### src/rtl/prio_arb_pkg.sv
package prio_arb_pkg;
  localparam int PRIO_W = 3;
  typedef logic [PRIO_W-1:0] prio_t;

  // right-hand candidate replaces left only when strictly better
  function automatic logic take_right(input logic l_vld, input prio_t l_pr,
                                      input logic r_vld, input prio_t r_pr);
    return r_vld && (!l_vld || (r_pr > l_pr));
  endfunction
endpackage

### src/rtl/prio_elig_mask.sv
module prio_elig_mask
  import prio_arb_pkg::*;
#(
  parameter int N_SRC = 31,
  localparam int NW = (N_SRC + 32) / 32
) (
  input  logic [NW-1:0][31:0] pend_i,
  input  logic [NW-1:0][31:0] claim_i,
  input  logic [NW-1:0][31:0] en_i,
  input  prio_t [N_SRC:0]     prio_i,
  input  prio_t               thresh_i,
  output logic [N_SRC:0]      elig_o
);
  localparam int PAD = NW * 32 - (N_SRC + 1);

  logic [NW*32-1:0] pend_f, claim_f, en_f;
  assign pend_f  = pend_i;
  assign claim_f = claim_i;
  assign en_f    = en_i;

  // source 0 is reserved
  assign elig_o[0] = 1'b0;

  for (genvar n = 1; n <= N_SRC; n++) begin : src_g
    assign elig_o[n] = pend_f[n] & ~claim_f[n] & en_f[n] & (prio_i[n] > thresh_i);
  end

  logic unused_src0;
  assign unused_src0 = pend_f[0] ^ claim_f[0] ^ en_f[0];

  if (PAD > 0) begin : pad_g
    logic unused_pad;
    assign unused_pad = ^{pend_f[NW*32-1:N_SRC+1], claim_f[NW*32-1:N_SRC+1],
                          en_f[NW*32-1:N_SRC+1]};
  end
endmodule

### src/rtl/prio_max_tree.sv
module prio_max_tree
  import prio_arb_pkg::*;
#(
  parameter int N_SRC = 31,
  localparam int IDW    = $clog2(N_SRC + 1),
  localparam int LEAVES = 1 << IDW
) (
  input  logic [N_SRC:0]  elig_i,
  input  prio_t [N_SRC:0] prio_i,
  output logic            win_vld_o,
  output logic [IDW-1:0]  win_id_o
);
  // lower-numbered sources always sit in the left subtree
  for (genvar l = 0; l <= IDW; l++) begin : lvl_g
    localparam int W = LEAVES >> l;
    logic  [W-1:0]          vld;
    prio_t [W-1:0]          pr;
    logic  [W-1:0][IDW-1:0] id;

    if (l == 0) begin : leaf_g
      for (genvar k = 0; k < W; k++) begin : k_g
        if (k <= N_SRC) begin : real_g
          assign vld[k] = elig_i[k];
          assign pr[k]  = prio_i[k];
        end else begin : pad_g
          assign vld[k] = 1'b0;
          assign pr[k]  = '0;
        end
        assign id[k] = IDW'(k);
      end
    end else begin : node_g
      for (genvar k = 0; k < W; k++) begin : k_g
        logic pick_r;
        assign pick_r = take_right(lvl_g[l-1].vld[2*k],   lvl_g[l-1].pr[2*k],
                                   lvl_g[l-1].vld[2*k+1], lvl_g[l-1].pr[2*k+1]);
        assign vld[k] = lvl_g[l-1].vld[2*k] | lvl_g[l-1].vld[2*k+1];
        assign pr[k]  = pick_r ? lvl_g[l-1].pr[2*k+1] : lvl_g[l-1].pr[2*k];
        assign id[k]  = pick_r ? lvl_g[l-1].id[2*k+1] : lvl_g[l-1].id[2*k];
      end
    end
  end

  logic unused_root_pr;
  assign unused_root_pr = ^lvl_g[IDW].pr[0];

  assign win_vld_o = lvl_g[IDW].vld[0];
  assign win_id_o  = lvl_g[IDW].id[0];
endmodule

### src/rtl/prio_out_reg.sv
module prio_out_reg #(
  parameter int IDW = 5
) (
  input  logic           clk_i,
  input  logic           rst_ni,
  input  logic           vld_i,
  input  logic [IDW-1:0] id_i,
  output logic           irq_o,
  output logic [IDW-1:0] id_o
);
  always_ff @(posedge clk_i or negedge rst_ni) begin
    if (!rst_ni) begin
      irq_o <= 1'b0;
      id_o  <= '0;
    end else begin
      irq_o <= vld_i;
      id_o  <= vld_i ? id_i : '0;
    end
  end
endmodule

### src/rtl/prio_claim_arb.sv
module prio_claim_arb
  import prio_arb_pkg::*;
#(
  parameter int N_SRC = 31,
  localparam int NW  = (N_SRC + 32) / 32,
  localparam int IDW = $clog2(N_SRC + 1)
) (
  input  logic                   clk_i,
  input  logic                   rst_ni,
  input  logic [NW-1:0][31:0]    pend_i,
  input  logic [NW-1:0][31:0]    claim_i,
  input  logic [NW-1:0][31:0]    en_i,
  input  logic [N_SRC:0][PRIO_W-1:0] prio_i,
  input  logic [PRIO_W-1:0]      thresh_i,
  output logic                   irq_o,
  output logic [IDW-1:0]         id_o
);
  logic [N_SRC:0] elig;
  logic           win_vld;
  logic [IDW-1:0] win_id;

  prio_elig_mask #(.N_SRC(N_SRC)) u_mask (
    .pend_i  (pend_i),
    .claim_i (claim_i),
    .en_i    (en_i),
    .prio_i  (prio_i),
    .thresh_i(thresh_i),
    .elig_o  (elig)
  );

  prio_max_tree #(.N_SRC(N_SRC)) u_tree (
    .elig_i   (elig),
    .prio_i   (prio_i),
    .win_vld_o(win_vld),
    .win_id_o (win_id)
  );

  prio_out_reg #(.IDW(IDW)) u_oreg (
    .clk_i (clk_i),
    .rst_ni(rst_ni),
    .vld_i (win_vld),
    .id_i  (win_id),
    .irq_o (irq_o),
    .id_o  (id_o)
  );
endmodule

### config.mk
export PLATFORM = sky130hd
export DESIGN_NAME = prio_claim_arb
export DESIGN_NICKNAME = d
export VERILOG_FILES = /design/src/rtl/prio_arb_pkg.sv /design/src/rtl/prio_elig_mask.sv /design/src/rtl/prio_max_tree.sv /design/src/rtl/prio_out_reg.sv /design/src/rtl/prio_claim_arb.sv
export SDC_FILE = /design/constraint.sdc
export NUM_CORES = 1
export LEC_CHECK = 0
export CAP_MARGIN = 15
export CELL_PAD_IN_SITES_DETAIL_PLACEMENT = 2
export CELL_PAD_IN_SITES_GLOBAL_PLACEMENT = 2
export CORE_ASPECT_RATIO = 0.7
export CORE_MARGIN = 3
export CORE_UTILIZATION = 29
export CTS_BUF_LIST = sky130_fd_sc_hd__clkbuf_8
export DETAILED_ROUTE_END_ITERATION = 8
export GPL_ROUTABILITY_DRIVEN = 0
export GPL_TIMING_DRIVEN = 1
export PLACE_DENSITY_LB_ADDON = 0.1
export SYNTH_ARGS = -nofsm -noshare
export SYNTH_HDL_FRONTEND = slang
export SYNTH_SLANG_ARGS = --single-unit
### constraint.sdc
create_clock -name clk_i -period 0.8 [get_ports clk_i]
set_input_delay 0.08 -clock clk_i [delete_from_list [all_inputs] [get_ports clk_i]]
set_output_delay 0.08 -clock clk_i [all_outputs]
set_load 0.01 [all_outputs]
==> summary.txt, run 1 <==
Outcome
  • Stage reached: clock tree synthesis
  • Run Error: [ERROR DPL-0033] detailed placement checks failed during check placement.
  • Outcome: aborted with a tool error

Placed design
  • Placed Instances: approximately 1600
  • DP Wirelength: 30700 um
  • # port buffers: 199

Logic synthesis
  • Yosys reg bits: 6
  • Number of synthesized flops with an enable pin: 0
  • Cell count after synthesis: 833
  • Synth async-reset ratio: 100%
  • Synthesized area: about 6300 sq um
  • Part of the Yosys area used for sequential elements: 2.38%
  • Count of cell types in the netlist: 67
  • Syn_area_per_cell: 7.58 sq um
  • Yosys warnings: 0
  • Post-synth top flop: dfrtp_1
  • Synthesized Nets: about 1200

CTS
  • Num CTS Buffers: 3
  • CTS Buffer Depth: 2
  • Post-CTS Setup Bufs: ~110
  • CTS Root Cell: clkbuf_8
  • Post_cts resized: 432
  • Clock sinks: 6
  • Hold-fix buffers, CTS: 0
  • Htree depth: 1

Floorplan
  • Die Y: 129 um
  • Rows: between 40 and 50
  • Die W: 182 um
  • Initial core utilization: about 30%
  • Top-level port count: approximately 200
kinds of logic after synthesis:
logic type,share of synthesized area [%]
AO/OA/AOI/OAI,25.2
AND/OR/NAND/NOR,17.5
adder cells (fa/ha/maj),35.5
buffers and inverters,8.02
multiplexers,11.4
flip-flops,2.38
cells in the mapped netlist (all sizes together), types with 2 or more instances:
cell	count	area, sq um
and3	2	12.5
a32oi	6	52.6
nand3b	4	30.0
ha	176	2200
a21boi	3	22.5
a41oi	2	25.0
or2	6	37.5
nand2b	3	26.3
nor2b	41	264
a311oi	14	123
mux2	14	158
a22oi	4	30.0
a21o	17	128
a21oi	55	279
and2b	2	17.5
maj3	4	42.5
o22ai	2	12.5
o211ai	3	22.5
a211oi	5	37.5
inv	129	484
dfrtp	6	150
o21a	28	210
o311ai	3	51.3
o22a	3	27.5
a21bo	2	26.3
nand3	36	180
a221oi	2	17.5
a221o	2	20.0
a31oi	13	81.3
nand2	53	199
mux2i	56	561
clkbuf	4	15.0
o21bai	3	22.5
nor2	34	130
o21ai	64	328
nand4b	14	123
per-stage QoR:
| stage | hold WS [ps] | instance area (sq um) | worst slack (ps) | setup TNS [ps] |
|---|---|---|---|---|
| floorplan | -216 | 6390 | -6350 | -32670 |
| global placement | 336 | 10900 | -6870 | -37300 |
| detailed placement | 360 | 10900 | -7880 | -42650 |
==> run 2, diff against run 1 <==
CELL_PAD_IN_SITES_DETAIL_PLACEMENT = not set   (was 2)
CELL_PAD_IN_SITES_GLOBAL_PLACEMENT = not set   (was 2)
CORE_ASPECT_RATIO = not set   (was 0.7)
CORE_UTILIZATION = 20   (was 29)
CTS_BUF_LIST = not set   (was sky130_fd_sc_hd__clkbuf_8)
PLACE_DENSITY_LB_ADDON = 0.15   (was 0.1)
==> run 2 against run 1 <==
Against the previous run: the flow now finishes, with violations (setup timing); synthesized cell count unchanged; synthesized area unchanged.
==> summary.txt, run 2 <==
Placed design
  • Dpl ws: -7050 ps (+834 ps)
  • Placed inst area: 11000 sq um (+1.0%)
  • DP Wirelength: 19400 um (-37%)
  • # port buffers: 199 (unchanged)

Logic synthesis
  • Cell count after synthesis: 833 (unchanged)
  • Yosys warnings: 0 (unchanged)
  • Synth async-reset ratio: 100% (unchanged)
  • Count of cell types in the netlist: 67 (unchanged)
  • Main area contributors after synthesis: ha_1, mux2i_1, inv_1
  • Syn_area_per_cell: 7.58 sq um (unchanged)
  • Most numerous cell in the Yosys netlist: ha_1
  • Synthesized Nets: 1206 (unchanged)
  • Yosys reg bits: 6 (unchanged)
  • Synth cell count leaders: ha_1, inv_1, o21ai_0
  • Top cell type's share of synthesized area: 34.9% (unchanged)
  • Largest area contributor in the netlist: ha_1
  • Number of synthesized flops with an enable pin: 0 (unchanged)
  • Part of the Yosys area used for sequential elements: 2.38% (unchanged)
  • Synthesized area: 6320 sq um (unchanged)
  • Post-synth top flop: dfrtp_1

Floorplan
  • Core Area: 30800 sq um
  • Initial core utilization: 20.5% (-9.5 points)
  • Die Y: 184 um (+42%)
  • Rows: 64 (+45%)
  • Die area: 33700 sq um
  • Die W: 184 um (+0.72%)
  • Top-level port count: 203 (unchanged)

Timing
  • Min Tclk post-route: 6660 ps
  • Max Clk Rate: 150 MHz
  • Endpoints failing setup: 10
  • Rel. slew slack: 74.1%
  • Sum Neg Setup Slack: -30920 ps
  • Worst-Margin Slew: 378 ps
  • Fin worst setup slack: -5860 ps
  • Pins Over Slew Limit: 0
  • Unrepaired setup endpoints after global routing: true
  • Final Cycle Share: 833%
  • Final hold violations: 0

Final layout
  • Most frequent cells in the layout: buf_4, clkdlybuf4s50_1, ha_1
  • Largest registers: u_oreg.id_o: 5 flops, u_oreg.irq_o: 1 flops
  • Layout area overhead: 111%
  • Most flop-heavy register: u_oreg.id_o
  • Commonest non-fill, non-tap cell in the layout: buf_4
  • ANT cells: 0
  • Nets: 1794
  • Fraction of layout cells with a size suffix above 1: 44.4%
  • Flip-flop count of the largest register after layout: 5
  • Design area: 13300 sq um

Worst setup path
  • WS Path Type: in2reg
  • CP startpoint kind: primary input
  • CP endpoint kind: flip-flop
  • Crit path max fanout: 5
  • Critical path startpoint: prio_i[58]
  • Worst path slowest cell: clkdlybuf4s50_1
  • Crit-path most repeated cell: ha_1
  • Max incr delay on CP: 440 ps
  • CP Data Required Time: 910 ps
  • CP arrival: 6770 ps

Route
  • DRT Wirelength: 24100 um
  • Post-route DRC: 0
  • 1st-iter DRT viols: ~170
  • DR pass1 iterations: 4
  • Vias per Instance: 4.41
  • ANT nets after route: 0
  • Via count: 8001
  • Wirelength per Cell: about 13 um

CTS
  • CTS Root Cell: clkbuf_16
  • Clock sinks: 6 (unchanged)
  • Num CTS Buffers: 3 (unchanged)
  • CTS Buffer Depth: 2 (unchanged)
  • Clock transition at path regs: 40 ps
  • CTS tree: yes
  • Htree depth: 1 (unchanged)

Global route
  • Largest net degree at the start of global routing: 13
  • First-pass GRT wire length: roughly 38000 um
  • Initial antenna violation count: 0
  • Vias in the first global route: 7962
  • GR Util All Layers: 13.2%
  • GRT Residual Overflow: 0

Outcome
  • Outcome: complete, but fails checks
  • Failing checks: setup timing

Pwr
  • Peak supply drop: 0.912 mV
  • Total Power: 11000 uW
  • Static Leak: between 0.006 and 0.007 uW
  • Cell Pwr Density: 825 nW/um^2

Hold path
  • HP Class: in2async

Job
  • Max-Cap Viols: 0
run 2: cell families after synthesis:
| group | count (synthesis) | share of synthesized area [%] |
|---|---|---|
| AOI/OAI and AO/OA | 237 | 25.2 |
| and+or+nand+nor | 205 | 17.5 |
| adders and majority gates | 180 | 35.5 |
| buffers and inverters | 135 | 8.02 |
| muxes | 70 | 11.4 |
| DFF | 6 | 2.38 |
run 2: area by class of cell:
| class | count | area (sq um) |
|---|---|---|
| inverters | 130 | 500 |
| clock buffers | 3 | 75.1 |
| repair buffers | 588 | 5190 |
| well taps | 396 | 495 |
| multi-input cells | 692 | 6910 |
| fillers | 3112 | 17500 |
| flip-flops and latches | 6 | 150 |
run 2: metrics by stage:
stage | hold WS, ps | std cells | utilization [%]
2_1_floorplan | -216 | 833 | -
3_3_place_gp | 361 | 1708 | 35.7
3_5_place_dp | 364 | 1708 | 35.7
4_1_cts | 124 | 1782 | 39.7
5_1_grt | 140 | 1815 | 43.2
6_report | 111 | 1815 | 43.2
run 2: final timing paths:
check	slack, ps	cells after the start	endpoint
hold / removal	110	1	u_oreg.irq_o$_DFF_PN0_
setup / recovery	-5860	34	u_oreg.id_o[0]$_DFF_PN0_
max in group asynchronous	450	1	u_oreg.id_o[0]$_DFF_PN0_
min in group clk_i	740	1	id_o[4]
run 2: routing by layer:
| layer | global-route usage, % | wire, um | up-vias |
|---|---|---|---|
| met4 | 0.484 | 48 | 0 |
| met5 | 0 | 0 | - |
| met1 | 18.3 | 11800 | 3636 |
| li1 | - | - | 4240 |
| met3 | 1.54 | 770 | 4 |
| met2 | 23.1 | 11500 | 121 |
run 2: what timing repair did:
action / 4_1_cts / 5_1_grt
setup endpoints to repair: 12 / 12
hold buffers: 0 / 0
pin swaps: 91 / 97
cloned: 2 / 1
setup buffers: 71 / 36
endpoints found under the hold margin: 0 / 0
resized for setup: 206 / 179
run 2: critical path: cells and delay by family:
kind | cells | cell delay, ps
buf+inv | 3 | 690
fa+ha+maj | 6 | 1680
mux | 3 | 1000
compound gates | 16 | 2440
simple gates | 6 | 880
run 2: power by group:
group / switching [uW] / total [uW] / internal [uW] / leakage (uW)
registers: 63.0 / 498 / 435 / 0.0000727
clock network: 169 / 811 / 642 / 0.0000370
logic: 4040 / 9690 / 5650 / 0.00645
total: 4270 / 11000 / 6730 / 0.00656
No activity file was read; power rests on OpenSTA's default activity.
==> run 3, diff against run 2 <==
GPL_ROUTABILITY_DRIVEN = not set   (was 0)
==> results of run 3 <==
Same layout as run 2: the final DEF is identical, and so are final timing and power.
